## config.mk

```make
export PLATFORM = sky130hd
export DESIGN_NAME = bcache_top
export DESIGN_NICKNAME = d
export VERILOG_FILES = /design/src/rtl/bcache_pkg.sv /design/src/rtl/bcache_lfsr.sv /design/src/rtl/bcache_tags.sv /design/src/rtl/bcache_data.sv /design/src/rtl/bcache_ctrl.sv /design/src/rtl/bcache_top.sv
export SDC_FILE = /design/constraint.sdc
export NUM_CORES = 1
export LEC_CHECK = 0
export CORE_UTILIZATION = 64
export CTS_CLUSTER_DIAMETER = 150
export DETAILED_ROUTE_END_ITERATION = 16
export DONT_BUFFER_PORTS = 1
export PLACE_DENSITY = 0.82
export SYNTH_ARGS = -nofsm -noshare
export SYNTH_HDL_FRONTEND = slang
export SYNTH_HIERARCHICAL = 1
export SYNTH_SLANG_ARGS = --single-unit
```

## constraint.sdc

```tcl
create_clock -name clk -period 4.75 [get_ports clk]
set_clock_uncertainty 0.15 [all_clocks]
set_input_delay 0.95 -clock clk [delete_from_list [all_inputs] [get_ports clk]]
set_output_delay 0.95 -clock clk [all_outputs]
set_load 0.02 [all_outputs]
```

## src/rtl/bcache_pkg.sv

```systemverilog
package bcache_pkg;
  // Geometry; sets, ways and line bytes are powers of two.
  localparam int ADDR_W     = 8;
  localparam int LINE_BYTES = 2;
  localparam int SETS       = 2;
  localparam int WAYS       = 4;
  localparam int RND_W      = 8;

  localparam int OFF_W  = $clog2(LINE_BYTES);
  localparam int IDX_W  = $clog2(SETS);
  localparam int WAY_W  = $clog2(WAYS);
  localparam int TAG_W  = ADDR_W - OFF_W - IDX_W;
  localparam int LINE_W = 8 * LINE_BYTES;
  localparam int LINES  = SETS * WAYS;
  localparam int LSEL_W = IDX_W + WAY_W;

  typedef enum logic [2:0] {
    ST_IDLE,
    ST_LOOKUP,
    ST_WBACK,
    ST_FILL,
    ST_RESP
  } ctrl_state_t;
endpackage

```

## src/rtl/bcache_lfsr.sv

```systemverilog
module bcache_lfsr
  import bcache_pkg::*;
#(
  parameter int               W    = RND_W,
  parameter logic [RND_W-1:0] TAPS = 8'hB8
) (
  input  logic             clk,
  input  logic             rst_n,
  output logic [WAY_W-1:0] rnd_way
);
  logic [W-1:0] q, q_nxt;

  // Galois step, free running every cycle
  always_comb begin
    q_nxt = {1'b0, q[W-1:1]};
    if (q[0]) q_nxt = q_nxt ^ TAPS[W-1:0];
  end

  always_ff @(posedge clk or negedge rst_n) begin
    if (!rst_n) q <= {{(W-1){1'b0}}, 1'b1};
    else        q <= q_nxt;
  end

  assign rnd_way = q[WAY_W-1:0];

  // A stuck-at-zero register would pin the victim to way 0
  assert_lfsr_alive_R9: assert property (@(posedge clk) disable iff (!rst_n)
    q != '0);
endmodule

```

## src/rtl/bcache_tags.sv

```systemverilog
module bcache_tags
  import bcache_pkg::*;
(
  input  logic             clk,
  input  logic             rst_n,
  input  logic [IDX_W-1:0] lk_idx,
  input  logic [TAG_W-1:0] lk_tag,
  input  logic [WAY_W-1:0] rnd_way,
  output logic             hit,
  output logic [WAY_W-1:0] hit_way,
  output logic [WAY_W-1:0] vic_way,
  output logic             vic_valid,
  output logic             vic_dirty,
  output logic [TAG_W-1:0] vic_tag,
  input  logic             fill_en,
  input  logic             dirty_en,
  input  logic [IDX_W-1:0] upd_idx,
  input  logic [WAY_W-1:0] upd_way,
  input  logic [TAG_W-1:0] fill_tag
);
  logic [LINES-1:0] valid_v, dirty_v;
  logic [TAG_W-1:0] tag_a [LINES];

  for (genvar g = 0; g < LINES; g++) begin : g_line
    logic             v_q, d_q, sel;
    logic [TAG_W-1:0] t_q;

    assign sel = ({upd_idx, upd_way} == LSEL_W'(g));

    always_ff @(posedge clk or negedge rst_n) begin
      if (!rst_n) begin
        v_q <= 1'b0;
        d_q <= 1'b0;
      end else if (fill_en && sel) begin
        v_q <= 1'b1;
        d_q <= 1'b0;
      end else if (dirty_en && sel) begin
        d_q <= 1'b1;
      end
    end

    always_ff @(posedge clk) begin
      if (fill_en && sel) t_q <= fill_tag;
    end

    assign valid_v[g] = v_q;
    assign dirty_v[g] = d_q;
    assign tag_a[g]   = t_q;

    // A dirty mark is only ever placed on a resident line
    assert_dirty_resident_R6: assert property (@(posedge clk) disable iff (!rst_n)
      (dirty_en && sel) |-> v_q);
  end

  logic [WAYS-1:0] set_valid, set_dirty, way_hit;
  assign set_valid = valid_v[lk_idx*WAYS +: WAYS];
  assign set_dirty = dirty_v[lk_idx*WAYS +: WAYS];

  always_comb begin
    for (int w = 0; w < WAYS; w++)
      way_hit[w] = set_valid[w] && (tag_a[{lk_idx, WAY_W'(w)}] == lk_tag);
  end

  always_comb begin
    hit_way = '0;
    for (int w = 0; w < WAYS; w++)
      if (way_hit[w]) hit_way = WAY_W'(w);
  end
  assign hit = |way_hit;

  // Lowest invalid way first, otherwise the random way
  always_comb begin
    vic_way = rnd_way;
    for (int w = WAYS - 1; w >= 0; w--)
      if (!set_valid[w]) vic_way = WAY_W'(w);
  end

  assign vic_valid = set_valid[vic_way];
  assign vic_dirty = set_dirty[vic_way];
  assign vic_tag   = tag_a[{lk_idx, vic_way}];

  // No tag may be resident twice within one set
  assert_single_match_R3: assert property (@(posedge clk) disable iff (!rst_n)
    $onehot0(way_hit));
endmodule

```

## src/rtl/bcache_data.sv

```systemverilog
module bcache_data
  import bcache_pkg::*;
(
  input  logic              clk,
  input  logic              rst_n,
  input  logic [IDX_W-1:0]  rd_idx,
  input  logic [WAY_W-1:0]  rd_way,
  output logic [LINE_W-1:0] rd_line,
  input  logic [IDX_W-1:0]  wr_idx,
  input  logic [WAY_W-1:0]  wr_way,
  input  logic              fill_en,
  input  logic [LINE_W-1:0] fill_line,
  input  logic              byte_en,
  input  logic [OFF_W-1:0]  byte_off,
  input  logic [7:0]        byte_data
);
  logic [LINE_W-1:0] line_a [LINES];

  for (genvar g = 0; g < LINES; g++) begin : g_line
    logic              sel;
    logic [LINE_W-1:0] line_q;

    assign sel = ({wr_idx, wr_way} == LSEL_W'(g));

    always_ff @(posedge clk) begin
      if (fill_en && sel)      line_q <= fill_line;
      else if (byte_en && sel) line_q[byte_off*8 +: 8] <= byte_data;
    end

    assign line_a[g] = line_q;
  end

  assign rd_line = line_a[{rd_idx, rd_way}];

  // A fill and a byte merge never share a cycle
  assert_one_writer_R5: assert property (@(posedge clk) disable iff (!rst_n)
    !(fill_en && byte_en));
endmodule

```

## src/rtl/bcache_ctrl.sv

```systemverilog
module bcache_ctrl
  import bcache_pkg::*;
(
  input  logic              clk,
  input  logic              rst_n,
  input  logic              req_valid,
  output logic              req_ready,
  input  logic              req_write,
  input  logic [ADDR_W-1:0] req_addr,
  input  logic [7:0]        req_wdata,
  output logic              resp_valid,
  output logic              resp_hit,
  output logic [7:0]        resp_rdata,
  output logic              mem_valid,
  output logic              mem_write,
  output logic [ADDR_W-1:0] mem_addr,
  output logic [LINE_W-1:0] mem_wdata,
  input  logic              mem_ready,
  input  logic [LINE_W-1:0] mem_rdata,
  output logic [IDX_W-1:0]  lk_idx,
  output logic [TAG_W-1:0]  lk_tag,
  input  logic              hit,
  input  logic [WAY_W-1:0]  hit_way,
  input  logic [WAY_W-1:0]  vic_way,
  input  logic              vic_valid,
  input  logic              vic_dirty,
  input  logic [TAG_W-1:0]  vic_tag,
  output logic              fill_en,
  output logic              dirty_en,
  output logic [IDX_W-1:0]  upd_idx,
  output logic [WAY_W-1:0]  upd_way,
  output logic [TAG_W-1:0]  fill_tag,
  output logic [LINE_W-1:0] fill_line,
  output logic [WAY_W-1:0]  rd_way,
  input  logic [LINE_W-1:0] rd_line,
  output logic              byte_en,
  output logic [OFF_W-1:0]  byte_off,
  output logic [7:0]        byte_data
);
  ctrl_state_t state_q, state_d;

  logic [ADDR_W-1:0] addr_q;
  logic              write_q;
  logic [7:0]        wdata_q;
  logic              miss_q;
  logic [WAY_W-1:0]  vway_q;
  logic [TAG_W-1:0]  vtag_q;
  logic              rv_q, rh_q;
  logic [7:0]        rd_q;

  logic ld_req, ld_vic, ld_resp;

  logic [OFF_W-1:0] r_off;
  logic [IDX_W-1:0] r_idx;
  logic [TAG_W-1:0] r_tag;
  assign r_off = addr_q[OFF_W-1:0];
  assign r_idx = addr_q[OFF_W +: IDX_W];
  assign r_tag = addr_q[ADDR_W-1 -: TAG_W];

  // Next-state process
  always_comb begin
    state_d  = state_q;
    ld_req   = 1'b0;
    ld_vic   = 1'b0;
    ld_resp  = 1'b0;
    fill_en  = 1'b0;
    dirty_en = 1'b0;
    byte_en  = 1'b0;
    unique case (state_q)
      ST_IDLE: begin
        if (req_valid) begin
          ld_req  = 1'b1;
          state_d = ST_LOOKUP;
        end
      end
      ST_LOOKUP: begin
        if (hit) begin
          ld_resp  = 1'b1;
          byte_en  = write_q;
          dirty_en = write_q;
          state_d  = ST_RESP;
        end else begin
          ld_vic  = 1'b1;
          state_d = (vic_valid && vic_dirty) ? ST_WBACK : ST_FILL;
        end
      end
      ST_WBACK: begin
        if (mem_ready) state_d = ST_FILL;
      end
      ST_FILL: begin
        if (mem_ready) begin
          fill_en = 1'b1;
          state_d = ST_LOOKUP;
        end
      end
      ST_RESP: state_d = ST_IDLE;
      default: state_d = ST_IDLE;
    endcase
  end

  // Register process
  always_ff @(posedge clk or negedge rst_n) begin
    if (!rst_n) begin
      state_q <= ST_IDLE;
      rv_q    <= 1'b0;
      miss_q  <= 1'b0;
    end else begin
      state_q <= state_d;
      rv_q    <= ld_resp;
      if (ld_req)      miss_q <= 1'b0;
      else if (ld_vic) miss_q <= 1'b1;
    end
  end

  always_ff @(posedge clk) begin
    if (ld_req) begin
      addr_q  <= req_addr;
      write_q <= req_write;
      wdata_q <= req_wdata;
    end
    if (ld_vic) begin
      vway_q <= vic_way;
      vtag_q <= vic_tag;
    end
    if (ld_resp) begin
      rh_q <= !miss_q;
      rd_q <= write_q ? wdata_q : rd_line[r_off*8 +: 8];
    end
  end

  assign lk_idx    = r_idx;
  assign lk_tag    = r_tag;
  assign upd_idx   = r_idx;
  assign upd_way   = (state_q == ST_FILL) ? vway_q : hit_way;
  assign fill_tag  = r_tag;
  assign fill_line = mem_rdata;
  assign rd_way    = (state_q == ST_WBACK) ? vway_q : hit_way;
  assign byte_off  = r_off;
  assign byte_data = wdata_q;

  assign req_ready  = (state_q == ST_IDLE);
  assign resp_valid = rv_q;
  assign resp_hit   = rh_q;
  assign resp_rdata = rd_q;

  assign mem_valid = (state_q == ST_WBACK) || (state_q == ST_FILL);
  assign mem_write = (state_q == ST_WBACK);
  assign mem_addr  = (state_q == ST_WBACK) ? {vtag_q, r_idx, {OFF_W{1'b0}}}
                                           : {r_tag, r_idx, {OFF_W{1'b0}}};
  assign mem_wdata = rd_line;

  // Memory request held until accepted
  assert_mem_hold_R10: assert property (@(posedge clk) disable iff (!rst_n)
    (mem_valid && !mem_ready) |=> (mem_valid && $stable(mem_addr) && $stable(mem_write)));

  // Response strobe lasts one cycle
  assert_resp_pulse_R10: assert property (@(posedge clk) disable iff (!rst_n)
    resp_valid |=> !resp_valid);

  // A write-back follows a miss only when the chosen victim was dirty
  assert_wb_dirty_only_R6: assert property (@(posedge clk) disable iff (!rst_n)
    (state_q == ST_LOOKUP && !hit) |=> (mem_write == $past(vic_valid && vic_dirty)));

  // A completed fill is found by the following lookup
  assert_fill_then_hit_R4: assert property (@(posedge clk) disable iff (!rst_n)
    (state_q == ST_FILL && mem_ready) |=> (state_q == ST_LOOKUP && hit));
endmodule

```

## src/rtl/bcache_top.sv

```systemverilog
module bcache_top
  import bcache_pkg::*;
(
  input  logic              clk,
  input  logic              rst_n,
  input  logic              req_valid,
  output logic              req_ready,
  input  logic              req_write,
  input  logic [ADDR_W-1:0] req_addr,
  input  logic [7:0]        req_wdata,
  output logic              resp_valid,
  output logic              resp_hit,
  output logic [7:0]        resp_rdata,
  output logic              mem_valid,
  output logic              mem_write,
  output logic [ADDR_W-1:0] mem_addr,
  output logic [LINE_W-1:0] mem_wdata,
  input  logic              mem_ready,
  input  logic [LINE_W-1:0] mem_rdata
);
  // Asynchronous assertion, synchronous release
  logic [1:0] rst_sync;
  logic       srst_n;
  always_ff @(posedge clk or negedge rst_n) begin
    if (!rst_n) rst_sync <= 2'b00;
    else        rst_sync <= {rst_sync[0], 1'b1};
  end
  assign srst_n = rst_sync[1];

  logic [WAY_W-1:0]  rnd_way, hit_way, vic_way, upd_way, rd_way;
  logic [IDX_W-1:0]  lk_idx, upd_idx;
  logic [TAG_W-1:0]  lk_tag, vic_tag, fill_tag;
  logic              hit, vic_valid, vic_dirty, fill_en, dirty_en, byte_en;
  logic [LINE_W-1:0] rd_line, fill_line;
  logic [OFF_W-1:0]  byte_off;
  logic [7:0]        byte_data;

  bcache_lfsr u_rnd (
    .clk     (clk),
    .rst_n   (srst_n),
    .rnd_way (rnd_way)
  );

  bcache_tags u_tags (
    .clk       (clk),
    .rst_n     (srst_n),
    .lk_idx    (lk_idx),
    .lk_tag    (lk_tag),
    .rnd_way   (rnd_way),
    .hit       (hit),
    .hit_way   (hit_way),
    .vic_way   (vic_way),
    .vic_valid (vic_valid),
    .vic_dirty (vic_dirty),
    .vic_tag   (vic_tag),
    .fill_en   (fill_en),
    .dirty_en  (dirty_en),
    .upd_idx   (upd_idx),
    .upd_way   (upd_way),
    .fill_tag  (fill_tag)
  );

  bcache_data u_data (
    .clk       (clk),
    .rst_n     (srst_n),
    .rd_idx    (lk_idx),
    .rd_way    (rd_way),
    .rd_line   (rd_line),
    .wr_idx    (upd_idx),
    .wr_way    (upd_way),
    .fill_en   (fill_en),
    .fill_line (fill_line),
    .byte_en   (byte_en),
    .byte_off  (byte_off),
    .byte_data (byte_data)
  );

  bcache_ctrl u_ctrl (
    .clk        (clk),
    .rst_n      (srst_n),
    .req_valid  (req_valid),
    .req_ready  (req_ready),
    .req_write  (req_write),
    .req_addr   (req_addr),
    .req_wdata  (req_wdata),
    .resp_valid (resp_valid),
    .resp_hit   (resp_hit),
    .resp_rdata (resp_rdata),
    .mem_valid  (mem_valid),
    .mem_write  (mem_write),
    .mem_addr   (mem_addr),
    .mem_wdata  (mem_wdata),
    .mem_ready  (mem_ready),
    .mem_rdata  (mem_rdata),
    .lk_idx     (lk_idx),
    .lk_tag     (lk_tag),
    .hit        (hit),
    .hit_way    (hit_way),
    .vic_way    (vic_way),
    .vic_valid  (vic_valid),
    .vic_dirty  (vic_dirty),
    .vic_tag    (vic_tag),
    .fill_en    (fill_en),
    .dirty_en   (dirty_en),
    .upd_idx    (upd_idx),
    .upd_way    (upd_way),
    .fill_tag   (fill_tag),
    .fill_line  (fill_line),
    .rd_way     (rd_way),
    .rd_line    (rd_line),
    .byte_en    (byte_en),
    .byte_off   (byte_off),
    .byte_data  (byte_data)
  );
endmodule

```

---- After elaboration in Yosys (flattened, before gate mapping) ----
Cells that the tools add are included.
word-level totals
  RAM bits ................................ 0
  bits in latches ......................... 0
  output and inout bits ................... 37
  memory bits (read-only) ................. 0
  memories ................................ 0
  flip-flop bits (word level) ............. 241
operators by class
  add/sub/neg operators ................... 1
  muxes and demuxes ....................... 92
  bitwise gates (word level) .............. 7
  order comparisons ....................... 7
  div/mod/pow operators ................... 0
  $mul .................................... 0
  equal/unequal tests ..................... 17
  reductions and logical operators ........ 36
  shift operators ......................... 5
operators with widths
  cell                                                   number
  2-to-1 mux 16 bit                                      18
  bitwise mux 16 bit                                     8
  binary-select mux 6 bit (select 3 bit)                 5
  2-to-1 mux 6 bit                                       10
  binary-select mux 16 bit (select 3 bit)                1
  negation 4 -> 34 bit                                   1
  variable shift 8 x 34 -> 16 bit, first input constant  1
  variable part select 8 x 34 -> 16 bit                  1
  2-to-1 mux 1 bit                                       32
  inverter 3 -> 4 bit                                    7
  equality test 6 bit                                    4
  >= comparator 4 bit, second input constant             6
  2-to-1 mux 8 bit                                       3
  logical AND 1 bit                                      21
  nonzero test 2 bit                                     9
  2-to-1 mux 2 bit                                       8
  variable part select 16 x 5 -> 8 bit                   1
  variable part select 8 x 4 -> 4 bit                    2
  equality test 3 x 2 -> 1 bit, second input constant    4
  equality test 3 bit, second input constant             4
  2-to-1 mux 3 bit                                       4
  one-hot mux 3 bit (4 select lines)                     1
  equality test 3 x 1 -> 1 bit, second input constant    2
  logical NOT 3 bit                                      2
  other kinds (8)                                        10

---- Longest topological paths before layout ----
  depth in word-level cells ............... 16
  depth in mapped cells ................... 15
  depth with buffers taken out ............ 10

---- Cells and area by module ----
The synthesis kept the hierarchy.
modules (own cells, without submodules)
  module       instances  seq. area each (um^2)  area each (um^2)  cells each
  bcache_data  1          3843.7                 6718.9            387
  bcache_tags  1          1841.8                 3479.6            305
  bcache_ctrl  1          1146.1                 1951.9            142
  bcache_lfsr  1          201.4                  242.7             13
  bcache_top   1          50.0                   53.8              3

---- Worst setup path before layout ----
Ideal clock, no wire load.
  path type ............................... reg-to-reg
  from .................................... reg u_ctrl.addr_q[5]
  to ...................................... reg u_data.g_line[1].line_q[0], enable pin
  setup slack ............................. 0.119 ns
  clock period less this slack ............ 4.631 ns
  cell stages (with the launch flop) ...... 13
  setup time .............................. 0.419 ns
  path buffers ............................ 3
  arrival time ............................ 4.062 ns
  path through ............................ edfxtp_1 -> buf_4 -> clkbuf_1 -> xor2_1 -> o32a_1 -> nor3_1 -> nand4_1 -> nand4_1 -> and4bb_2 -> and2_1 -> nand2b_1 -> clkbuf_1 -> a2111oi_0
RTL lines
  what                                   line                source
  start, declared                        bcache_ctrl.sv:42   logic [ADDR_W-1:0] addr_q;
  start signal, assigned                 bcache_ctrl.sv:117  addr_q <= req_addr;
  equality test 6 bit                    bcache_tags.sv:61   way_hit[w] = set_valid[w] && (tag_a[{lk_idx, WAY_W'(w)}] == lk_tag);
  logical AND 1 bit                      bcache_tags.sv:61
  OR reduction 4 bit *                   bcache_tags.sv:69   assign hit = |way_hit;
  named net hit                          bcache_top.sv:33    logic hit, vic_valid, vic_dirty, fill_en, dirty_en, byte_en;
  2-to-1 mux 1 bit *                     bcache_ctrl.sv:77   if (hit) begin
  2-to-1 mux 1 bit *                     bcache_ctrl.sv:69   unique case (state_q)
  named net byte_en                      bcache_top.sv:33
  logical AND 1 bit *                    bcache_data.sv:27   else if (byte_en && sel) line_q[byte_off*8 +: 8] <= byte_data;
  nonzero test 2 bit (no source line) *  -
  end signal, assigned                   bcache_data.sv:26   if (fill_en && sel) line_q <= fill_line;
  end signal, assigned by index          bcache_data.sv:27
  end, declared                          bcache_data.sv:21   logic [LINE_W-1:0] line_q;
The timed path passes the listed nets; every way through them passes the cells marked *.
A chain may end at the register's enable or synchronous reset.

---- Worst setup path after layout ----
  from .................................... reg u_ctrl.addr_q[1]
  to ...................................... out mem_wdata[0]
between the ends
  longest elaborated chain between the ends .. 14
ends and longest elaborated chain
  what                                                     line                source
  inverter 3 -> 4 bit (not written as such)                bcache_tags.sv:61
  binary-select mux 6 bit (select 3 bit)                   bcache_tags.sv:61
  2-to-1 mux 6 bit (not written as such) (2 in series)     bcache_tags.sv:61
  equality test 6 bit                                      bcache_tags.sv:61
  logical AND 1 bit                                        bcache_tags.sv:61
  2-to-1 mux 1 bit                                         bcache_tags.sv:67   if (way_hit[w]) hit_way = WAY_W'(w);
  2-to-1 mux 2 bit                                         bcache_tags.sv:67
  2-to-1 mux 2 bit *                                       bcache_tags.sv:67
  named net hit_way[0]                                     bcache_top.sv:30    logic [WAY_W-1:0] rnd_way, hit_way, vic_way, upd_way, rd_way;
  2-to-1 mux 2 bit *                                       bcache_ctrl.sv:137  assign rd_way = (state_q == ST_WBACK) ? vway_q : hit_way;
  named net rd_way[0]                                      bcache_top.sv:30
  inverter 3 -> 4 bit (not written as such) *              bcache_data.sv:33   assign rd_line = line_a[{rd_idx, rd_way}];
  binary-select mux 16 bit (select 3 bit) *                bcache_data.sv:33
  2-to-1 mux 16 bit (not written as such) * (2 in series)  bcache_data.sv:33
  end, declared                                            bcache_top.sv:17    output logic [LINE_W-1:0] mem_wdata,
The timed path passes the listed nets; every way through them passes the cells marked *. The select of a mux whose other input is x is not followed.

==> run metrics <==
status=finished clean; IO Port Bufs=0; Post-layout nets=approximately 860; share of post-route cells with drive strength above 1=36.2%; DR pass1 iterations=7; CTS tree=done; Synth Area in Adders=0%; #FFs+latches synth=approximately 240; met3 usage=under 10%; EDFF count, synth=210; design area=roughly 14000 um^2; Crit. End Element=primary output; clock transition at the registers of the reported paths=60 ps; Pwr Total=approximately 7.0 mW; die area=approximately 20000 um^2; n_diodes=0; clock root buffer=clkbuf_16; crit path DAT=~3600 ps; gr usage total=~30%; CP Data Required Time=about 3700 ps; Leak=~5.0 nW; dpl cell area=about 12000 um^2; vias in the first global route=~7200; Cell Area, Synth=12400 um^2; Row Count=50; DR vias/cell=6.68; Worst Max-Slew Pin Slew=1190 ps; Final setup viols=0; R2R depth=13; GP Congestion=0.912; Synth top cells by count=210 x edfxtp_1, 144 x mux2_2, 64 x nor2_1; Synth area leader=edfxtp_1; ANT nets after route=0; initial antenna violation count=0; number of CTS-inserted buffers=26; clk sinks=241; complex-gate fraction of the synthesized area=between 2 and 3%; top post-synthesis cells by area=edfxtp_1 51%, mux2_2 13%, dfrtp_1 6.0%; via count=~7400; XOR/XNOR Fraction of Synth Area=between 2 and 2.5%; first-pass GRT wire length=between 40000 and 50000 um; largest net degree at the start of global routing=50; WS Path Type=flop to primary output; number of DRC markers in iteration 0=715; Die H=between 100 and 150 um; min Tclk post-route=approximately 4700 ps; Clock Latency Late Sink=around 530 ps; nature of the critical path startpoint=flop; most common cell in the netlist=edfxtp_1; worst hold path class=flop to flop; Slew HR=between 20% and 30%; filler cell count=approximately 1200; largest family of logic cells by synthesized area=multiplexers; Seq/Total Area, Yosys=around 57%; clk buf depth=3; asr flop ratio synth=between 10% and 20%; Mapped Nets=between 800 and 900; Top Usage Layer GRT=met2; Yosys top cell area share=50.7%; period utilisation layout=98.9%; met2 usage=48.0%; Top Ports=74; CP Max Fanout=19; routed length per instance=around 28 um; P&R area growth vs syn=8.73%; Max-Cap Viols=0; hold depth=0; post-synthesis instance total=850; Routed WL=slightly above 30000 um; Initial Utilization=65.9%; Post-Synth Simple-Gate Area=under 10%; Pwr per Cell Area=~520 nW/um^2; grt total ovfl=0; Synth warnings=6; FMAX=between 0.2 and 0.25 GHz; HPWL Detailed=18200 um; H-tree levels=1; met1 Use GR=between 40% and 50%; most used flip-flop cell after synthesis=edfxtp_1; Final Hold Viols=0; mux contribution to synthesized area=24.4%; Mapped Avg Cell Area=approximately 15 um^2; Peak VDD IR=between 0.4 and 0.5 mV; Chip Width=approximately 140 um; post-synthesis cell type count=between 60 and 70; # DRC=0; Core Area=18900 um^2; final max-slew violation count=0
logic make-up after synthesis:
logic type,after synthesis
mux,240
xor+xnor,31
simple gates,175
compound gates,53
flops,241
buf+inv,108
other cells,2
cells in the final DEF (no fill, tap or decap), types with 4 or more instances in the layout:
cell type and count:
inv_1 6, edfxtp_1 210, o21ai_0 11, clkbuf_16 31
nand2b_1 8, buf_4 41, and4_1 7, nand2_1 15
nand3b_1 4, xor2_1 16, a31oi_1 5, mux2_2 132
a211oi_1 6, and2_1 11, clkinv_2 6, clkinv_1 5
o31ai_1 4, mux2_4 22, xnor2_1 15, nor2b_1 12
a21o_1 4, a21oi_1 9, nand4_1 9, nor3_1 11
nor2_1 64, or2_2 7, nand4bb_1 4, mux2i_1 52
dfrtp_1 30, mux4_2 32
path summary, 6_finish.rpt:
kind / from / to / slack [ps]
max: u_ctrl/addr_q[1] / mem_wdata[0] / 50
min: u_rnd/q[2] / u_rnd/q[1] / 200
max reg2reg: u_ctrl/addr_q[1] / u_data/g_line[1].line_q[5] / 210
min reg2reg: u_rnd/q[2] / u_rnd/q[1] / 200
max in group asynchronous: rst_sync[1] / u_tags/g_line[4].d_q / 3380
min in group asynchronous: rst_sync[1] / u_ctrl/state_q[1] / 350
per-stage QoR:
| step | std cells | util, % | setup slack (ps) | hold WS [ps] | setup TNS, ps |
|---|---|---|---|---|---|
| after floorplan | 850 | - | 119 | 181 | 0 |
| final | 1106 | 71.6 | 52.7 | 195 | 0 |
| after global placement | 1041 | 65.6 | 634 | 185 | 0 |
| after detailed placement | 1041 | 65.6 | 495 | 187 | 0 |
| after global routing | 1106 | 71.6 | -25.4 | 210 | -213 |
| after CTS | 1091 | 70.3 | 5.94 | 200 | 0 |
routing by layer:
layer,part of all wire (%),vias to the layer above
li1,-,3126
met2,46,480
met4,3.0,0
met3,11,87
met5,0,-
met1,39,3700
sequential cells by signal, indices dropped and copies added, names as in the netlist:
register and cells:
u_ctrl/byte_data 8, u_ctrl/vway_q 2, u_ctrl/state_q 3, u_ctrl/write_q 1, u_ctrl/resp_rdata 8, rst_sync 2
u_tags/g_line.t_q 48, u_data/g_line.line_q 128, u_ctrl/vtag_q 6, u_tags/g_line.v_q 8, u_ctrl/addr_q 8, u_rnd/q 8
u_tags/g_line.d_q 8, u_ctrl/miss_q 1, u_ctrl/resp_hit 1, u_ctrl/resp_valid 1
final cells by class:
class	count	area (um^2)	area share (%)
well taps	260	325	2.40
flip-flops and latches	241	7080	52.3
clock buffers	29	683	5.05
repair buffers	50	505	3.74
inverters	7	26.3	0.194
multi-input cells	501	4760	35.2
clock inverters	18	151	1.12
what timing repair did:
action                                  CTS  global route
buffers inserted                          1            10
endpoints found under the setup margin    6            16
pin swaps                                 0             4
cloned                                    1             5
gates resized for setup                   0            17
hold buffers                              1             0
hold endpoints to repair                  2             0
report_power, final:
part	internal (mW)	leakage, nW	switching, mW
clock network	1.15	0.412	0.831
registers	2.67	2.29	0.183
logic	0.907	2.30	1.28
worst max-delay path, stage by stage (launching register included):
cell and delay (ps):
edfxtp_1 370, buf_4 190, buf_4 160, bufbuf_16 300
inv_1 110, a32oi_1 110, nor3_1 170, nand4_1 190
o21ai_2 120, mux2_4 260, clkbuf_16 200, mux4_2 500
mux2_2 370
Note: power is estimated with default switching activity, not from simulation.
